**config.mk**
```make
export PLATFORM = sky130hd
export DESIGN_NAME = ata_pio_seq
export DESIGN_NICKNAME = d
export VERILOG_FILES = /design/src/rtl/ata_pio_pkg.sv /design/src/rtl/ata_wait_timer.sv /design/src/rtl/ata_status_judge.sv /design/src/rtl/ata_xfer_counter.sv /design/src/rtl/ata_pio_seq.sv
export SDC_FILE = /design/constraint.sdc
export NUM_CORES = 1
export LEC_CHECK = 0
export BUFFER_PORTS_ARGS = -buffer_cell sky130_fd_sc_hd__buf_2
export CAP_MARGIN = 25
export CORE_MARGIN = 5
export CORE_UTILIZATION = 54
export DETAILED_ROUTE_END_ITERATION = 16
export PLACE_DENSITY = 0.81
export SYNTH_ARGS = -nofsm -noshare
export SYNTH_HDL_FRONTEND = slang
export SYNTH_HIERARCHICAL = 1
export SYNTH_SLANG_ARGS = --single-unit
export TNS_END_PERCENT = 5
```
**constraint.sdc**
```tcl
create_clock -name clk -period 3 [get_ports clk]
set_clock_uncertainty 0.1 [all_clocks]
set_input_delay 0.15 -clock clk [delete_from_list [all_inputs] [get_ports clk]]
set_output_delay 0.15 -clock clk [all_outputs]
set_load 0.03 [all_outputs]
```
**src/rtl/ata_pio_pkg.sv**
```systemverilog
package ata_pio_pkg;
  localparam logic [3:0] RA_DATA  = 4'h0;
  localparam logic [3:0] RA_COUNT = 4'h2;
  localparam logic [3:0] RA_SECT  = 4'h3;
  localparam logic [3:0] RA_CYLLO = 4'h4;
  localparam logic [3:0] RA_CYLHI = 4'h5;
  localparam logic [3:0] RA_DEVHD = 4'h6;
  localparam logic [3:0] RA_CMDST = 4'h7;
  localparam logic [3:0] RA_ALTST = 4'hE;

  localparam int unsigned ST_BSY = 7;
  localparam int unsigned ST_RDY = 6;
  localparam int unsigned ST_DRQ = 3;

  localparam logic [7:0] OP_RD_SECT = 8'h20;
  localparam logic [7:0] OP_WR_SECT = 8'h30;

  typedef enum logic [3:0] {
    S_IDLE, S_CHK_RDY, S_TF_CNT, S_TF_SEC, S_TF_CLO, S_TF_CHI, S_TF_DEV,
    S_TF_CMD, S_CHK_DRQ, S_XFER, S_ACK, S_CHK_END, S_DONE, S_FAIL
  } seq_state_t;

  typedef enum logic [1:0] {CHK_NONE, CHK_READY, CHK_DATA, CHK_FINAL} chk_kind_t;

  function automatic logic [15:0] swap16(input logic [15:0] w);
    return {w[7:0], w[15:8]};
  endfunction

  function automatic logic [7:0] lba_slice(input logic [27:0] a, input logic [1:0] idx);
    case (idx)
      2'd0:    return a[7:0];
      2'd1:    return a[15:8];
      2'd2:    return a[23:16];
      default: return {4'h0, a[27:24]};
    endcase
  endfunction

  function automatic logic [7:0] devhead(input logic [27:0] a, input logic dev);
    return {1'b0, 1'b1, 1'b0, dev, a[27:24]};
  endfunction
endpackage

```
**src/rtl/ata_wait_timer.sv**
```systemverilog
module ata_wait_timer #(
  parameter int unsigned LIMIT = 500000000
) (
  input  logic clk,
  input  logic rst_n,
  input  logic bsy_poll,
  output logic expired
);
  localparam int unsigned TW = (LIMIT > 1) ? $clog2(LIMIT) : 1;
  localparam logic [TW-1:0] LAST = TW'(LIMIT - 1);

  logic [TW-1:0] cnt;

  always_ff @(posedge clk) begin
    if (!rst_n)        cnt <= '0;
    else if (bsy_poll) cnt <= cnt + 1'b1;
    else               cnt <= '0;
  end

  assign expired = bsy_poll && (cnt == LAST);
endmodule

```
**src/rtl/ata_status_judge.sv**
```systemverilog
module ata_status_judge
  import ata_pio_pkg::*;
(
  input  chk_kind_t  kind,
  input  logic [7:0] st,
  output logic       bsy,
  output logic       ok
);
  always_comb begin
    bsy = st[ST_BSY];
    case (kind)
      CHK_READY: ok = st[ST_RDY];
      CHK_DATA:  ok = st[ST_DRQ];
      CHK_FINAL: ok = st[ST_RDY] && !st[ST_DRQ];
      default:   ok = 1'b0;
    endcase
  end
endmodule

```
**src/rtl/ata_xfer_counter.sv**
```systemverilog
module ata_xfer_counter #(
  parameter int unsigned WORDS = 256,
  parameter int unsigned CNT_W = 8
) (
  input  logic             clk,
  input  logic             rst_n,
  input  logic             load,
  input  logic [CNT_W-1:0] load_count,
  input  logic             step,
  output logic             sector_end,
  output logic             no_sectors
);
  localparam int unsigned WW = (WORDS > 1) ? $clog2(WORDS) : 1;
  localparam logic [WW-1:0] LAST_WORD = WW'(WORDS - 1);

  logic [WW-1:0]    words;
  logic [CNT_W-1:0] left;

  always_ff @(posedge clk) begin
    if (!rst_n) begin
      words <= '0;
      left  <= '0;
    end else if (load) begin
      words <= '0;
      left  <= load_count;
    end else if (step) begin
      if (sector_end) begin
        words <= '0;
        left  <= left - 1'b1;
      end else begin
        words <= words + 1'b1;
      end
    end
  end

  assign sector_end = step && (words == LAST_WORD);
  assign no_sectors = (left == '0);
endmodule

```
**src/rtl/ata_pio_seq.sv**
```systemverilog
module ata_pio_seq
  import ata_pio_pkg::*;
#(
  parameter int unsigned TIMEOUT_CYC      = 500000000,
  parameter int unsigned WORDS_PER_SECTOR = 256
) (
  input  logic        clk,
  input  logic        rst_n,
  input  logic        start,
  input  logic        dir_write,
  input  logic        dev_sel,
  input  logic [27:0] lba,
  input  logic [7:0]  sec_count,
  output logic        busy,
  output logic        done,
  output logic        error,
  output logic        bus_cs,
  output logic        bus_rd,
  output logic        bus_wr,
  output logic [3:0]  bus_addr,
  output logic [15:0] bus_wdata,
  input  logic [15:0] bus_rdata,
  output logic        rx_push,
  output logic [15:0] rx_data,
  input  logic        rx_full,
  output logic        tx_pop,
  input  logic [15:0] tx_data,
  input  logic        tx_empty
);
  seq_state_t  state, nxt;
  logic [27:0] lba_q;
  logic [7:0]  cnt_q;
  logic        wr_q;
  logic        dev_q;

  chk_kind_t kind;
  logic      st_bsy, st_ok;
  logic      bsy_poll, tmo_hit;
  logic      step, sector_end, no_sectors;
  logic      take_req;

  assign take_req = (state == S_IDLE) && start;

  always_comb begin
    case (state)
      S_CHK_RDY: kind = CHK_READY;
      S_CHK_DRQ: kind = CHK_DATA;
      S_CHK_END: kind = CHK_FINAL;
      default:   kind = CHK_NONE;
    endcase
  end

  ata_status_judge u_judge (
    .kind (kind),
    .st   (bus_rdata[7:0]),
    .bsy  (st_bsy),
    .ok   (st_ok)
  );

  assign bsy_poll = (kind != CHK_NONE) && st_bsy;

  ata_wait_timer #(.LIMIT(TIMEOUT_CYC)) u_timer (
    .clk      (clk),
    .rst_n    (rst_n),
    .bsy_poll (bsy_poll),
    .expired  (tmo_hit)
  );

  assign step = (state == S_XFER) && (wr_q ? !tx_empty : !rx_full);

  ata_xfer_counter #(.WORDS(WORDS_PER_SECTOR), .CNT_W(8)) u_count (
    .clk        (clk),
    .rst_n      (rst_n),
    .load       (take_req),
    .load_count (sec_count),
    .step       (step),
    .sector_end (sector_end),
    .no_sectors (no_sectors)
  );

  always_ff @(posedge clk) begin
    if (!rst_n) begin
      state <= S_IDLE;
      lba_q <= '0;
      cnt_q <= '0;
      wr_q  <= 1'b0;
      dev_q <= 1'b0;
    end else begin
      state <= nxt;
      if (take_req) begin
        lba_q <= lba;
        cnt_q <= sec_count;
        wr_q  <= dir_write;
        dev_q <= dev_sel;
      end
    end
  end

  // status wait: busy keeps polling unless the limit is hit; a clear flag is judged
  function automatic seq_state_t after_poll(input logic b, input logic ok_v,
                                            input logic tmo, input seq_state_t pass);
    if (b) return tmo ? S_FAIL : state;
    return ok_v ? pass : S_FAIL;
  endfunction

  always_comb begin
    nxt = state;
    case (state)
      S_IDLE:    if (start) nxt = S_CHK_RDY;
      S_CHK_RDY: nxt = after_poll(st_bsy, st_ok, tmo_hit, S_TF_CNT);
      S_TF_CNT:  nxt = S_TF_SEC;
      S_TF_SEC:  nxt = S_TF_CLO;
      S_TF_CLO:  nxt = S_TF_CHI;
      S_TF_CHI:  nxt = S_TF_DEV;
      S_TF_DEV:  nxt = S_TF_CMD;
      S_TF_CMD:  nxt = no_sectors ? S_CHK_END : S_CHK_DRQ;
      S_CHK_DRQ: nxt = after_poll(st_bsy, st_ok, tmo_hit, S_XFER);
      S_XFER:    if (sector_end) nxt = S_ACK;
      S_ACK:     nxt = no_sectors ? S_CHK_END : S_CHK_DRQ;
      S_CHK_END: nxt = after_poll(st_bsy, st_ok, tmo_hit, S_DONE);
      S_DONE:    nxt = S_IDLE;
      S_FAIL:    nxt = S_IDLE;
      default:   nxt = S_IDLE;
    endcase
  end

  always_comb begin
    bus_rd    = 1'b0;
    bus_wr    = 1'b0;
    bus_addr  = RA_DATA;
    bus_wdata = '0;
    rx_push   = 1'b0;
    tx_pop    = 1'b0;
    case (state)
      S_CHK_RDY, S_CHK_DRQ, S_CHK_END: begin
        bus_rd   = 1'b1;
        bus_addr = RA_ALTST;
      end
      S_TF_CNT: begin
        bus_wr    = 1'b1;
        bus_addr  = RA_COUNT;
        bus_wdata = {8'h00, cnt_q};
      end
      S_TF_SEC: begin
        bus_wr    = 1'b1;
        bus_addr  = RA_SECT;
        bus_wdata = {8'h00, lba_slice(lba_q, 2'd0)};
      end
      S_TF_CLO: begin
        bus_wr    = 1'b1;
        bus_addr  = RA_CYLLO;
        bus_wdata = {8'h00, lba_slice(lba_q, 2'd1)};
      end
      S_TF_CHI: begin
        bus_wr    = 1'b1;
        bus_addr  = RA_CYLHI;
        bus_wdata = {8'h00, lba_slice(lba_q, 2'd2)};
      end
      S_TF_DEV: begin
        bus_wr    = 1'b1;
        bus_addr  = RA_DEVHD;
        bus_wdata = {8'h00, devhead(lba_q, dev_q)};
      end
      S_TF_CMD: begin
        bus_wr    = 1'b1;
        bus_addr  = RA_CMDST;
        bus_wdata = {8'h00, (wr_q ? OP_WR_SECT : OP_RD_SECT)};
      end
      S_XFER: begin
        bus_addr = RA_DATA;
        if (wr_q) begin
          bus_wr    = !tx_empty;
          tx_pop    = !tx_empty;
          bus_wdata = swap16(tx_data);
        end else begin
          bus_rd  = !rx_full;
          rx_push = !rx_full;
        end
      end
      S_ACK: begin
        bus_rd   = 1'b1;
        bus_addr = RA_CMDST;
      end
      default: ;
    endcase
  end

  assign bus_cs  = bus_rd || bus_wr;
  assign rx_data = swap16(bus_rdata);
  assign busy    = (state != S_IDLE);
  assign done    = (state == S_DONE);
  assign error   = (state == S_FAIL);
endmodule

```
=== Word level (Yosys, flattened, before mapping) ===
Index checks and enable logic that the tools add are counted.
W data, S select, Z words.

* Register bits: 87
* Bits of input ports: 75
* Output and inout port bits: 44

* Add/sub/neg operators: 3
* Equal/unequal tests: 20
* Mux-type cells: 33
* Bitwise logic cells: 1
* Reductions and logical operators: 24

{| class="wikitable"
|+ Operator list
! operator !! number
|-
| $pmux W16 S7 || 1
|-
| $pmux W4 S11 || 1
|-
| $mux W4 || 8
|-
| $mux W8 || 4
|-
| $add A29 B1 Y29 const B || 1
|-
| $eq A29 B29 Y1 const B || 1
|-
| $pmux W4 S7 || 1
|-
| $eq A4 B4 Y1 const B || 6
|-
| $eq A4 B3 Y1 const B || 4
|-
| $mux W16 || 1
|-
| $mux W1 || 10
|-
| $add A8 B1 Y8 const B || 1
|-
| $eq A4 B2 Y1 const B || 2
|-
| $eq A8 B8 Y1 const B || 1
|-
| $logic_not A8 Y1 || 1
|-
| $sub A8 B1 Y8 const B || 1
|-
| $logic_and A1 B1 Y1 || 6
|-
| $pmux W2 S3 || 1
|-
| $reduce_and A2 Y1 || 3
|-
| $reduce_bool A2 Y1 || 3
|-
| $reduce_or A6 Y1 || 1
|-
| $mux W5 || 1
|-
| $eq A2 B2 Y1 const B || 2
|-
| $eq A4 B1 Y1 const B || 1
|-
| 14 further kinds || 19
|}

=== Depth between registers and ports, before layout ===
Gate-level depths: netlist (run 1).

* Word-level depth: 9
* Mapped depth: 12
* Depth with buffers taken out: 11

=== By module ===
The synthesis (run 1) kept the hierarchy.

{| class="wikitable"
|+ By module, submodules not included
! module !! times used !! cells each !! area an instance (sq um)
|-
| ata_pio_seq || 1 || 334 || 2544.9
|-
| ata_wait_timer || 1 || 161 || 1356.3
|-
| ata_xfer_counter || 1 || 91 || 832.0
|-
| ata_status_judge || 1 || 4 || 25.0
|}

=== Least setup slack after synthesis (run 1) ===
No wires, ideal clock.

* Kind: flip-flop to flip-flop
* Start: reg state[1]
* End: reg state[3]
* Setup time: 0.059 ns
* Data arrival time: 2.649 ns
* Required time: 2.841 ns
* Setup slack: 0.191 ns
* Stages on the path, launching flop included: 13
* Period minus slack after synthesis: 2.809 ns
* Cell sequence: dfxtp_1 > buf_2 > nand2b_4 > nand3_1 > a21oi_1 > and2_1 > nor4b_1 > nand3_1 > nor3_1 > nor2b_1 > o31a_1 > o22ai_1 > and2_1

* Cells in the longest elaborated chain, start to end: 9

{| class="wikitable"
|+ Ends and longest elaborated chain
! element !! RTL line !! RTL
|-
| from (decl) || ata_pio_seq.sv:30 || <nowiki>seq_state_t state, nxt;</nowiki>
|-
| from (signal assigned) || ata_pio_seq.sv:89 || <nowiki>state <= nxt;</nowiki>
|-
| $eq A4 B4 Y1 or $eq A4 B1 Y1 (tied branches) || ata_pio_seq.sv:45 || <nowiki>case (state)</nowiki>
|-
| $pmux W2 S3 * || ata_pio_seq.sv:45 ||
|-
| $reduce_bool A2 Y1 * || ata_pio_seq.sv:60 || <nowiki>assign bsy_poll = (kind != CHK_NONE) && st_bsy;</nowiki>
|-
| $logic_and A1 B1 Y1 * || ata_pio_seq.sv:60 ||
|-
| named net bsy_poll || ata_pio_seq.sv:38 || <nowiki>logic bsy_poll, tmo_hit;</nowiki>
|-
| $logic_and A1 B1 Y1 * || ata_wait_timer.sv:20 || <nowiki>assign expired = bsy_poll && (cnt == LAST);</nowiki>
|-
| named net tmo_hit || ata_pio_seq.sv:38 ||
|-
| $mux W4 * (2 in a row) || n/a ||
|-
| $mux W4 || n/a ||
|-
| $pmux W4 S11 * || ata_pio_seq.sv:108 || <nowiki>case (state)</nowiki>
|}

The timed path passes the listed nets; every way through them passes the cells marked *. The select of a mux whose other input is x is not followed.
A chain may end at the register's enable or synchronous reset.

=== Worst setup path after layout (run 1) ===
* Start: reg state[1]
* End: out bus_wdata[6]

* Cells in the longest elaborated chain, start to end: 2

{| class="wikitable"
|+ Ends and longest elaborated chain
! element !! RTL line !! RTL
|-
| $eq A4 B4 Y1 (tied with other cells) || ata_pio_seq.sv:134 || <nowiki>case (state)</nowiki>
|-
| $pmux W16 S7 * || ata_pio_seq.sv:134 ||
|-
| to (decl) || ata_pio_seq.sv:21 || <nowiki>output logic [15:0] bus_wdata,</nowiki>
|}

Every way passes the cells marked *; elsewhere a longest branch is shown, timed or not.

==> impl_metrics.tcl, run 1 <==
set metrics [dict create \
    power_mw 4.31 \
    num_rows 34 \
    power.static_leakage_nw 2.16 \
    regArea_um2 1740 \
    hold_violations 0 \
    drt_iter0_drc 252 \
    fmax_mhz 360 \
    max_cap_viol_count 0 \
    synth_top_area_cell "dfxtp_1" \
    first_pass_iters 5 \
    cts_root_buffer "clkbuf_8" \
    die_w_um 104 \
    crit_slowest_cell "nor2b_1" \
    drc 0 \
    path_clk_slew_ps 100 \
    max_stage_delay_ps 550 \
    arrival_ps 2520 \
    slew_viol_final 0 \
    cts_sinks 87 \
    dieArea_um2 10800 \
    required_ps 2750 \
    antenna_found_initial 0 \
    die_h_um 104 \
    diodes 0 \
    postSynthNetCount 669 \
    avgSynthCellArea_um2 8.06 \
    layout-drive-gt1-share_pct 20.7 \
    hold_start "start" \
    wire_per_inst_um 16.2 \
    tightest_slew_ps 689 \
    multi_input_area_um2 2650 \
    cp_top_family "compound AO/OA/AOI/OAI gates" \
    cts_resized 0 \
    path_class "flop to primary output" \
    overflow 0 \
    boundaryPins 119 \
    reg2reg_slack_ps 380 \
    grt_pass1_vias 4588 \
    setup_viol 0 \
    r2r_start "state[1]$_SDFFE_PN0P_" \
    pre_cts_slack_ps 442 \
    wl_mm 13.1 \
    grt_pass1_wl_mm 21.9 \
    fin_crit_sh_pct 92.5 \
    r2r_end "state[3]$_SDFFE_PN0P_" \
    rsz0062_at_grt "false" \
    setup_slack_ps 226 \
    core_area_um2 8640 \
    hold_depth 3 \
    dp.final_hpwl_mm 9.13 \
    drtAntennaViolNets 0 \
    synth_area_um2 4760 \
    areaGrowthSynthToFinish_pct 19.9 \
    status "complete, no violations" \
    fillCellCount 700 \
    ys_ff_latch 87 \
    final_common_cell "nand2_1" \
    vias 4647 \
    yosysWarnings 6 \
    port_buffers 92 \
    clk_latency_ps 370 \
    post_cts_buffers 0 \
    seq_area_frac_synth_pct 36.6 \
    hp-class "primary input to flop" \
    syn_inst 590 \
    cts_tree "done" \
    rr_worst_depth 11 \
    period_needed_ps 2770 \
    slew_headroom_pct 54.0 \
    synth_top_cell_area_share_pct 36.6 \
    path_max_fanout 12 \
    cts_buffer_depth 2 \
    nets 773 \
    setup.worst_path.end_class "primary output" \
    vias_per_cell 5.76 \
    numCtsBuffers 9 \
    htreeDepth 3 \
    grt_usage_pct 24.2 \
    path_cells "buf_4, nor2b_1, a22oi_1, a221oi_1, a21o_1, buf_2" \
    ir_drop_mv 0.504 \
    async_flop_share_pct 0 \
    crit_path_start_kind "flop" \
    gp_congestion 0.921 \
    ys_top_cells_by_area "dfxtp_1 (37%), nand2_1 (8.1%), a21boi_0 (4.4%)" \
    worstPathBufferInverterCount 2 \
    initial_core_util_pct 55.1 \
    power.density_nw_per_um2 755 \
    tns_ps 0 \
    holdPathEnd "state[0]$_SDFFE_PN0P_" \
    layout_common_cells "nand2_1 (103), buf_2 (92), dfxtp_1 (87)" \
    synth_edf_count 0 \
    grt_max_degree 41 \
    synthDistinctLibCells 70 \
    ys.flop_type "dfxtp_1" \
]
==> stage by stage <==
| stage | cells | util (%) | hold WS, ps | cell area, um^2 |
|---|---|---|---|---|
| final | 807 | 66.1 | 55.8 | 5700 |
| after global routing | 807 | 66.1 | 117 | 5700 |
| after CTS | 807 | 66.1 | 34.9 | 5700 |
| after detailed placement | 753 | 59.5 | 200 | 5140 |
| after global placement | 753 | 59.5 | 200 | 5140 |
| after floorplan | 590 | - | 185 | 4760 |
==> cell usage after synthesis, types with 3 or more instances <==
| master | count |
|---|---|
| and3_1 | 8 |
| nand2_1 | 103 |
| nor3_1 | 12 |
| nand2b_1 | 5 |
| o211ai_1 | 3 |
| mux2_2 | 6 |
| o31ai_1 | 4 |
| a22o_1 | 5 |
| or2_2 | 3 |
| a22oi_1 | 3 |
| buf_2 | 14 |
| xor2_1 | 7 |
| clkbuf_1 | 10 |
| nor2b_1 | 7 |
| dfxtp_1 | 87 |
| a21boi_1 | 11 |
| o21ai_0 | 28 |
| nor2_1 | 37 |
| or4_1 | 4 |
| a222oi_1 | 3 |
| xnor2_1 | 16 |
| a21boi_0 | 28 |
| nor4_1 | 7 |
| nand4_1 | 14 |
| a32oi_1 | 3 |
| a21oi_1 | 30 |
| and2_1 | 10 |
| ha_1 | 4 |
| mux2i_1 | 5 |
| inv_1 | 13 |
| nand3_1 | 17 |
| buf_4 | 22 |
| or3_1 | 10 |
==> worst register-to-register path, stage by stage (launching register included) <==
cell	delay [ps]
dfxtp_1	490
nand2b_4	230
nand3_1	90
a21oi_1	260
and2_1	220
nor4b_1	270
nand3_1	110
nor3_1	160
nor2b_1	130
o31a_1	250
o22ai_1	110
and2_1	150
==> where the power goes <==
| part | switching (mW) | leakage (nW) | internal (mW) |
|---|---|---|---|
| registers | 0.196 | 0.708 | 1.36 |
| clock network | 0.469 | 0.0960 | 0.323 |
| logic | 1.24 | 1.36 | 0.721 |
==> cells by family after synthesis <==
| family | after synthesis | synth area share, % |
|---|---|---|
| adders and majority gates | 4 | 1.05 |
| DFF | 87 | 36.6 |
| and+or+nand+nor | 260 | 28.2 |
| xor gates and xnor gates | 23 | 4.23 |
| AOI/OAI and AO/OA | 141 | 19.7 |
| muxes | 11 | 2.47 |
| buffers and inverters | 64 | 7.73 |
==> per-layer routing <==
layer  global-route usage [%]  part of all wire (%)  up-vias  routed length [um]
met4                     8.88                   3.4        0                 442
met1                     27.5                    39     2157                5160
met5                        0                     0        -                   0
li1                         -                     -     2276                   -
met2                     43.1                    51      171                6710
met3                     6.39                   6.1       43                 800
==> how the worst max path moves through the flow <==
stage | startpoint | end | slack (ps) | cells past startpoint
after floorplan | state[1]$_SDFFE_PN0P_ | state[3]$_SDFFE_PN0P_ | 190 | 12
after global placement | state[3]$_SDFFE_PN0P_ | state[3]$_SDFFE_PN0P_ | 520 | 9
after detailed placement | state[1]$_SDFFE_PN0P_ | state[3]$_SDFFE_PN0P_ | 440 | 11
after CTS | state[1]$_SDFFE_PN0P_ | bus_wdata[6] | 200 | 6
after global routing | state[1]$_SDFFE_PN0P_ | bus_wdata[6] | 50 | 6
final | state[1]$_SDFFE_PN0P_ | bus_wdata[6] | 230 | 6
==> area by class of cell <==
class	count	area share, %
multi-input cells	439	46.4
flip-flops and latches	87	30.5
repair buffers	143	16.5
well taps	108	2.37
clock buffers	9	2.17
clock inverters	7	1.12
inverters	14	0.921
==> flip-flops by register name, summed over array words and instances (netlist names) <==
register / flops
cnt_q: 8
u_count/left: 8
state: 4
lba_q: 28
u_count/words: 8
dev_q: 1
u_timer/cnt: 29
wr_q: 1
==> timing repair <==
action | CTS | global route
endpoints found under the hold margin | 44 | 0
hold buffers | 38 | 0
endpoints found under the setup margin | 0 | 0
No activity file was read; power rests on OpenSTA's default activity.
==> run 2: changes to the inputs <==
Settings changed: CTS_CLUSTER_DIAMETER set to 150, RECOVER_POWER set to 100.
==> run 2 against run 1 <==
Net effect: sequential share of layout area rose by 0.44 points; critical path depth stayed put; final area fell by 1.4%; power decreased by 1.7%; clock power about the same; via count fell by 0.39%; worst hold slack about the same; count of clock-buffer cells in the layout is the same; sequential cell count stayed put; core utilization shrank 0.94 points; routed wire length grew 0.23%; register-to-register slack lost 40 ps.
==> impl_metrics.tcl, run 2 (synthesis results as in run 1) <==
set metrics [dict create \
    wl_mm 13.1 \
    pwr-share-seq_pct 36.6 \
    path_clk_slew_ps 90 \
    die_w_um 104 \
    path_class "flop to primary output" \
    hold_start "start" \
    rr_worst_depth 11 \
    hold_violations 0 \
    dieArea_um2 10800 \
    layout_common_cells "nand2_1 (103), dfxtp_1 (87), buf_2 (68)" \
    fmax_mhz 352 \
    required_ps 2750 \
    worstSetupStartpoint "state[1]$_SDFFE_PN0P_" \
    layout-drive-gt1-share_pct 16.6 \
    gp_congestion 0.921 \
    clk_latency_ps 360 \
    port_buffers 92 \
    busiest_layer "met2" \
    clock_power_share_pct 18.7 \
    crit_path_start_kind "flop" \
    rsz0062_at_grt "false" \
    power_mw 4.23 \
    fin_crit_sh_pct 94.7 \
    path_max_fanout 12 \
    slew_viol_final 0 \
    switching_share_pct 44.7 \
    drtAntennaViolNets 0 \
    arrival_ps 2590 \
    num_rows 34 \
    tightest_slew_ps 798 \
    period_needed_ps 2840 \
    power.density_nw_per_um2 753 \
    cts_buffer_depth 2 \
    die_h_um 104 \
    r2r_start "state[1]$_SDFFE_PN0P_" \
    first_pass_iters 5 \
    r2r_end "state[3]$_SDFFE_PN0P_" \
    largest_reg_flops 29 \
    setup.worst_path.end_class "primary output" \
    antenna_found_initial 0 \
    use_met1_pct 27.5 \
    areaGrowthSynthToFinish_pct 18.2 \
    hp-class "primary input to flop" \
    holdWs_ps 55.8 \
    reg2reg_slack_ps 340 \
    nets 773 \
    power.static_leakage_nw 2.04 \
    dp.final_hpwl_mm 9.13 \
    drt_iter0_drc 298 \
    grt_pass1_vias 4588 \
    drc 0 \
    ir_drop_mv 0.495 \
    vias 4629 \
    final_common_cell "nand2_1" \
    overflow 0 \
    setup_viol 0 \
    max_flop_register "u_timer/cnt" \
    p_int_mw 2.34 \
    grt_max_degree 41 \
    diodes 0 \
    grt_usage_pct 24.2 \
    largest_registers "u_timer/cnt x29, lba_q x28" \
    core_area_um2 8640 \
    max_cap_viol_count 0 \
    numCtsBuffers 9 \
    slew_headroom_pct 46.8 \
    endpoint "bus_wdata[7]" \
    boundaryPins 119 \
    htreeDepth 3 \
    cts_tree "done" \
    combPwrFrac_pct 44.7 \
    fillCellCount 721 \
    vias_per_cell 5.74 \
    cts_root_buffer "clkbuf_8" \
    cts_sinks 87 \
    cts_resized 0 \
    met3_usage_pct 6.39 \
    initial_core_util_pct 55.1 \
    power_switching_mw 1.89 \
    grt_pass1_wl_mm 21.9 \
    wire_per_inst_um 16.3 \
    use_met2_pct 43.1 \
    status "complete, no violations" \
    tns_ps 0 \
]
==> run 2: layout make-up <==
type                            count  area, um^2  area share, %
Multi-Input combinational cell    439        2600           46.3
Sequential cell                    87        1740           31.0
Timing Repair Buffer              143         902           16.0
Tap cell                          108         135           2.40
Clock buffer                        9         124           2.20
Clock inverter                      7        63.8           1.13
Inverter                           14        52.6          0.935
==> run 2: power by group through the flow <==
stage,registers (mW),clock network (mW),logic (mW)
floorplan,1.48,0,1.53
global placement,1.56,0,1.87
detailed placement,1.58,0,1.90
CTS,1.55,0.810,1.95
global route,1.58,0.858,2.09
finish,1.55,0.793,1.89
==> run 2: worst min path at each step <==
stage / endpoint / slack, ps / depth (start not counted)
after floorplan: lba_q[14]$_SDFFE_PN0P_ / 180 / 2
after global placement: rx_data[5] / 200 / 0
after detailed placement: rx_data[5] / 200 / 0
after CTS: state[0]$_SDFFE_PN0P_ / 30 / 3
after global routing: state[0]$_SDFFE_PN0P_ / 120 / 3
final: state[0]$_SDFFE_PN0P_ / 60 / 3
==> run 2: worst max-delay path: stages, from the launching register on <==
cell	delay (ps)
dfxtp_1	500
buf_4	250
nor2b_1	540
a22oi_1	210
a21oi_1	220
a22o_1	180
clkbuf_1	320
==> run 2: metal layers <==
metal,up-vias,part of all wire (%)
li1,2277,-
met3,43,5.9
met1,2156,40
met4,0,3.4
met2,153,51
met5,-,0
==> run 2: stage by stage <==
stage / utilization [%] / cell area (um^2) / cells / setup slack, ps
floorplan: - / 4760 / 590 / 191
global placement: 59.5 / 5140 / 753 / 524
detailed placement: 59.5 / 5140 / 753 / 442
CTS: 66.1 / 5700 / 807 / 203
global route: 65.1 / 5620 / 807 / 33.4
finish: 65.1 / 5620 / 807 / 158
==> run 2: repair_timing <==
item                      in CTS  in global routing
setup buffers                  0                  0
hold endpoints to repair      44                  0
hold buffers                  38                  0
